## config.mk

```make
export PLATFORM = sky130hd
export DESIGN_NAME = ilace_sync_gen
export DESIGN_NICKNAME = d
export VERILOG_FILES = /design/src/rtl/isg_pkg.sv /design/src/rtl/isg_timebase.sv /design/src/rtl/isg_field_ctl.sv /design/src/rtl/isg_sync_out.sv /design/src/rtl/ilace_sync_gen.sv
export SDC_FILE = /design/constraint.sdc
export NUM_CORES = 1
export LEC_CHECK = 0
export BUFFER_PORTS_ARGS = -buffer_cell sky130_fd_sc_hd__buf_2
export CORE_UTILIZATION = 30
export DETAILED_ROUTE_END_ITERATION = 12
export HOLD_SLACK_MARGIN = 0.03
export PLACE_DENSITY = 0.42
export SKIP_LAST_GASP = 1
export SYNTH_ARGS = -nofsm -noshare
export SYNTH_HDL_FRONTEND = slang
export SYNTH_SLANG_ARGS = --single-unit
```

## constraint.sdc

```tcl
create_clock -name clk -period 2.45 [get_ports clk]
set_input_delay 0.49 -clock clk [delete_from_list [all_inputs] [get_ports clk]]
set_output_delay 0.49 -clock clk [all_outputs]
set_load 0.005 [all_outputs]
```

## src/rtl/isg_pkg.sv

```systemverilog
package isg_pkg;

  typedef enum logic {
    STD_525 = 1'b0,
    STD_625 = 1'b1
  } isg_std_e;

  localparam int unsigned LINE_W = 10;

  function automatic int unsigned frame_lines(isg_std_e s);
    return (s == STD_625) ? 625 : 525;
  endfunction

  // first line of the vertical sync window that opens the even-position field
  function automatic int unsigned mid_start(isg_std_e s);
    return frame_lines(s) / 2 + 2;
  endfunction

endpackage

```

## src/rtl/isg_timebase.sv

```systemverilog
module isg_timebase
  import isg_pkg::*;
#(
  parameter int unsigned LINE_PIX = 858,
  parameter int unsigned PIX_W    = $clog2(LINE_PIX)
) (
  input  logic              clk,
  input  logic              rst,
  input  isg_std_e          std_sel,
  output logic [PIX_W-1:0]  pix,
  output logic [LINE_W-1:0] line,
  output isg_std_e          std_q
);

  localparam logic [PIX_W-1:0] LAST_PIX = PIX_W'(LINE_PIX - 1);

  logic [LINE_W-1:0] last_line;
  logic              eol;
  logic              eof;

  always_comb begin
    last_line = LINE_W'(frame_lines(std_q));
    eol       = (pix == LAST_PIX);
    eof       = eol && (line == last_line);
  end

  always_ff @(posedge clk) begin
    if (rst) begin
      pix   <= '0;
      line  <= LINE_W'(1);
      std_q <= std_sel;
    end else if (eol) begin
      pix <= '0;
      if (eof) begin
        line  <= LINE_W'(1);
        std_q <= std_sel;
      end else begin
        line <= line + LINE_W'(1);
      end
    end else begin
      pix <= pix + PIX_W'(1);
    end
  end


  std_hold_chk: assert property (@(posedge clk) disable iff (rst)
    !eof |=> $stable(std_q));

endmodule

```

## src/rtl/isg_field_ctl.sv

```systemverilog
module isg_field_ctl
  import isg_pkg::*;
#(
  parameter int unsigned LINE_PIX   = 858,
  parameter int unsigned PIX_W      = $clog2(LINE_PIX),
  parameter int unsigned HS_WIDTH   = 64,
  parameter int unsigned VS_LINES   = 3,
  parameter int unsigned FIELD_LEAD = 5,
  parameter int unsigned TAIL_OFS   = 5
) (
  input  logic              clk,
  input  logic              rst,
  input  logic [PIX_W-1:0]  pix,
  input  logic [LINE_W-1:0] line,
  input  isg_std_e          std_q,
  input  logic              ext_valid,
  input  logic              ext_field,
  output logic              field_q,
  output logic              vs_on
);

  localparam logic [PIX_W-1:0]  LEAD_PIX  = PIX_W'(LINE_PIX - FIELD_LEAD);
  localparam logic [PIX_W-1:0]  ODD_TAIL  = PIX_W'(HS_WIDTH + TAIL_OFS);
  localparam logic [PIX_W-1:0]  EVEN_TAIL = PIX_W'(TAIL_OFS);
  localparam logic [LINE_W-1:0] VS_L      = LINE_W'(VS_LINES);

  logic [LINE_W-1:0] last_line;
  logic [LINE_W-1:0] mid_line;
  logic              fld_pt;
  logic              in_top;
  logic              in_mid;
  logic              tail_line;
  logic [PIX_W-1:0]  tail_pix;

  always_comb begin
    last_line = LINE_W'(frame_lines(std_q));
    mid_line  = LINE_W'(mid_start(std_q));
    fld_pt    = (pix == LEAD_PIX) &&
                ((line == last_line) || (line == mid_line - LINE_W'(1)));
    in_top    = (line <= VS_L);
    in_mid    = (line >= mid_line) && (line < mid_line + VS_L);
    tail_line = (line == VS_L + LINE_W'(1)) || (line == mid_line + VS_L);
    tail_pix  = field_q ? ODD_TAIL : EVEN_TAIL;
    vs_on     = in_top || in_mid || (tail_line && (pix < tail_pix));
  end

  always_ff @(posedge clk) begin
    if (rst) field_q <= 1'b1;
    else if (fld_pt) field_q <= ext_valid ? ext_field : ~field_q;
  end


  field_when_chk: assert property (@(posedge clk) disable iff (rst)
    (field_q != $past(field_q)) |-> $past(fld_pt));


  field_toggle_chk: assert property (@(posedge clk) disable iff (rst)
    (fld_pt && !ext_valid) |=> (field_q != $past(field_q)));

endmodule

```

## src/rtl/isg_sync_out.sv

```systemverilog
module isg_sync_out #(
  parameter int unsigned LINE_PIX = 858,
  parameter int unsigned PIX_W    = $clog2(LINE_PIX),
  parameter int unsigned HS_WIDTH = 64
) (
  input  logic             clk,
  input  logic             rst,
  input  logic [PIX_W-1:0] pix,
  input  logic             vs_on,
  output logic             hsync_n,
  output logic             vsync_n
);

  localparam logic [PIX_W-1:0] HS_END = PIX_W'(HS_WIDTH);

  always_ff @(posedge clk) begin
    if (rst) begin
      hsync_n <= 1'b1;
      vsync_n <= 1'b1;
    end else begin
      hsync_n <= !(pix < HS_END);
      vsync_n <= !vs_on;
    end
  end


  vs_on_hs_chk: assert property (@(posedge clk) disable iff (rst)
    $fell(vsync_n) |-> $fell(hsync_n));

endmodule

```

## src/rtl/ilace_sync_gen.sv

```systemverilog
module ilace_sync_gen
  import isg_pkg::*;
#(
  parameter int unsigned LINE_PIX   = 858,
  parameter int unsigned HS_WIDTH   = 64,
  parameter int unsigned VS_LINES   = 3,
  parameter int unsigned FIELD_LEAD = 5,
  parameter int unsigned TAIL_OFS   = 5
) (
  input  logic clk,
  input  logic rst,
  input  logic std_sel,
  input  logic ext_valid,
  input  logic ext_field,
  output logic hsync_n,
  output logic vsync_n,
  output logic field_odd
);

  localparam int unsigned PIX_W = $clog2(LINE_PIX);

  logic [PIX_W-1:0]  pix;
  logic [LINE_W-1:0] line;
  isg_std_e          std_q;
  logic              vs_on;

  isg_timebase #(.LINE_PIX(LINE_PIX), .PIX_W(PIX_W)) u_tb (
    .clk(clk), .rst(rst), .std_sel(isg_std_e'(std_sel)),
    .pix(pix), .line(line), .std_q(std_q)
  );

  isg_field_ctl #(
    .LINE_PIX(LINE_PIX), .PIX_W(PIX_W), .HS_WIDTH(HS_WIDTH),
    .VS_LINES(VS_LINES), .FIELD_LEAD(FIELD_LEAD), .TAIL_OFS(TAIL_OFS)
  ) u_fld (
    .clk(clk), .rst(rst), .pix(pix), .line(line), .std_q(std_q),
    .ext_valid(ext_valid), .ext_field(ext_field),
    .field_q(field_odd), .vs_on(vs_on)
  );

  isg_sync_out #(.LINE_PIX(LINE_PIX), .PIX_W(PIX_W), .HS_WIDTH(HS_WIDTH)) u_out (
    .clk(clk), .rst(rst), .pix(pix), .vs_on(vs_on),
    .hsync_n(hsync_n), .vsync_n(vsync_n)
  );


  reset_idle_chk: assert property (@(posedge clk)
    rst |=> (hsync_n && vsync_n && field_odd));

endmodule

```

==> results.md <==
- Port Buffer Count: 7
- Clock tree sinks: 24
- CP arrival: 2.44 ns
- Initial DRT Pass Iterations: 4
- Leak: 0.6778 nW
- Dpl cells: 246
- Overflow after GRT: 0
- Clock share of power: 35.1%
- Number of remaining DRC errors: 0
- Ports: 8
- Area Growth Syn to Fin: 13.79%
- Yosys reg bits: 24
- Placeable Area: 4723 um^2
- Hold Buf Count CTS: 0
- Worst vdd ir: 0.1839 mV
- CTS max path bufs: 2
- Post-synth top area share: 31.13%
- DP HPWL: 2.654 mm
- Kind of critical path: flop to flop
- Compound-Gate Fraction of Synth Area: 17.77%
- Sw Ratio: 23.63%
- Endpoints failing setup: 0
- Final nets: 201
- Clock transition at path regs: 0.09 ns
- Root buf cell: clkbuf_8
- PostCTS Resize Cnt: 0
- P_int: 536.4 uW
- Area post-placement: 1632 um^2
- Synth Area in XOR/XNOR: 4.738%
- Hold Slack: 0.4152 ns
- Largest family of logic cells by synthesized area: simple AND/OR/NAND/NOR gates
- Die area: 5214 um^2
- Post-synth EDFFs: 1
- Commonest cells in the netlist: dfxtp_1, nor2_1, inv_1
- Seq/Total Area, Yosys: 33.16%
- Top cells by area, synth: dfxtp_1, ha_1, nor2_1
- Worst min-delay path category: input port to flop
- Synth Area per Inst: 8.700 um^2
- Adder-cell area share of the yosys netlist: 10.15%
- Post-DRT Antenna Nets: 0
- Setup TNS: 0 ns
- Synthesized area: 1479 um^2
- Pins Over Slew Limit: 0
- Placement Rows: 25
- Vias in the first global route: 1143
- Net Switching: 166.0 uW
- Comb pwr share: 7.0%
- Pwr Total: 702.4 uW
- Post-synthesis mux area share: 0%
- Crit end category: flop
- Final WS setup: 0.1710 ns
- Worst clock skew: 0.001551 ns
- Mapped Cells: 170
- CTS tree: done
- Worst path required time: 2.61 ns
- Post-Route WL: 3.445 mm
- Area leader, netlist: dfxtp_1
- Die width: 72.21 um
- Design area: 1683 um^2
- Setup crit start kind: flop
- Total track usage: 14.68%
- First-pass GRT wire length: 5.837 mm
- Async SR Flop Fraction: 0%
- Slew HR: 70.16%
- Synth cell types: 48
- Share of layout cells above drive strength 1: 16.39%
- Post-layout min period: 2.279 ns
- Placer Congestion: 0.8493
- Post-CTS Setup Inserts: 0
- Die outline height: 72.21 um
- DRC marker count from the first detailed-route iteration: 89
- Largest net degree at the start of global routing: 16
- CTS buffer count: 3
- Period Utilization, post-route: 93.02%
- H-Tree Depth: 1
- Initial antenna violation count: 0
- Crit path max fanout: 6
- Pre-CTS setup slack: 0.1498 ns
- Max cap viols: 0
- Starting density of the core: 31.31%
- Status: completed
- Finished Core Util: 35.63%
- Diode count: 0
- Clk_lat worst skew: 0.26 ns
- Routed vias: 1245
- FMAX: 438.8 MHz
- Part of the power in registers: 58.0%
- Most frequent cell after synthesis: dfxtp_1
- Ys flop type: dfxtp_1
- Pwr dens: 417.4 nW/um^2
- Unrepaired setup endpoints after global routing: false
- Non-filler cells, final: 250
- Yosys warns: 0
- Synth Area in Simple Gates: 29.36%
- Least-Margin Pin Slew: 0.4414 ns
- Syn nets: 187
- Vias per inst: 4.980
- Routed WL per cell: 13.78 um
- Fin. Hold Viols: 0
==> layout make-up <==
class                      instances  area [um^2]
clock buffer                       4        45.04
fill                             507         3040
multi-input combinational        127        923.4
tap                               67        83.83
inverter                          14        52.55
sequential                        24        490.5
timing repair buffer              14        87.58
==> worst max-delay path, stage by stage, from the launching register on <==
cell and delay [ns]:
edfxtp_1 0.50, ha_1 0.34, nand2b_1 0.17, or4_4 0.50, a221o_1 0.33, a221o_1 0.33
==> cells in the final DEF, fill, tap and decap left out, types with 2 or more instances in the layout <==
cell type	synthesis	final
and3_1	6	6
a21oi_1	4	4
dfxtp_1	23	23
o21ai_0	4	4
nand4_1	2	2
nor3_1	8	8
or4_4	2	2
xnor2_1	5	5
buf_2	0	7
nand3_1	5	5
o31ai_1	5	5
buf_4	0	7
xor2_1	3	3
o21a_1	2	2
a221o_1	3	3
ha_1	12	12
a22o_1	4	4
nand3b_1	3	3
nand2_1	9	9
nand2b_1	2	2
nor2b_1	3	3
nor4_1	2	2
nor4b_1	2	2
clkbuf_8	0	3
a31o_1	2	2
nor2_1	17	17
inv_1	14	14
==> routing by layer <==
metal  track usage, %  wire (um)
met4            6.754         48
met3            2.222        104
met2            21.70       1435
met1            20.92       1856
met5                0          0
==> flip-flops by register name, summed over array words and instances, names as in the netlist <==
| name | cells |
|---|---|
| u_tb.std_q | 1 |
| u_tb.line | 10 |
| u_out.vsync_n | 1 |
| u_out.hsync_n | 1 |
| u_tb.pix | 10 |
| u_fld.field_q | 1 |
==> worst paths after layout <==
kind | start | endpoint | slack, ns | cells past startpoint
max | u_tb.std_q$_DFFE_PP_ | u_fld.field_q$_SDFFE_PP1P_ | 0.17 | 5
min | std_sel | u_tb.std_q$_DFFE_PP_ | 0.42 | 1
max reg2reg | u_tb.std_q$_DFFE_PP_ | u_fld.field_q$_SDFFE_PP1P_ | 0.17 | 5
min reg2reg | u_tb.pix[0]$_SDFF_PP0_ | u_tb.pix[0]$_SDFF_PP0_ | 0.50 | 1
==> power by group through the flow <==
stage	logic (mW)	clock network [mW]	registers (mW)
2_1_floorplan	0.0337	0	0.413
3_3_place_gp	0.0482	0	0.416
5_1_grt	0.0563	0.279	0.409
4_1_cts	0.0493	0.257	0.407
3_5_place_dp	0.0490	0	0.417
6_report	0.0489	0.246	0.407
==> logic make-up (layout without fill, tap and decap cells) <==
kind of cell	after synthesis	after routing
buffers and inverters	19	32
AND/OR/NAND/NOR	74	74
adder cells (fa/ha/maj)	12	12
flip-flops	24	24
AO/OA/AOI/OAI	33	33
XOR/XNOR	8	8
Power figures use the tool's default switching activity.
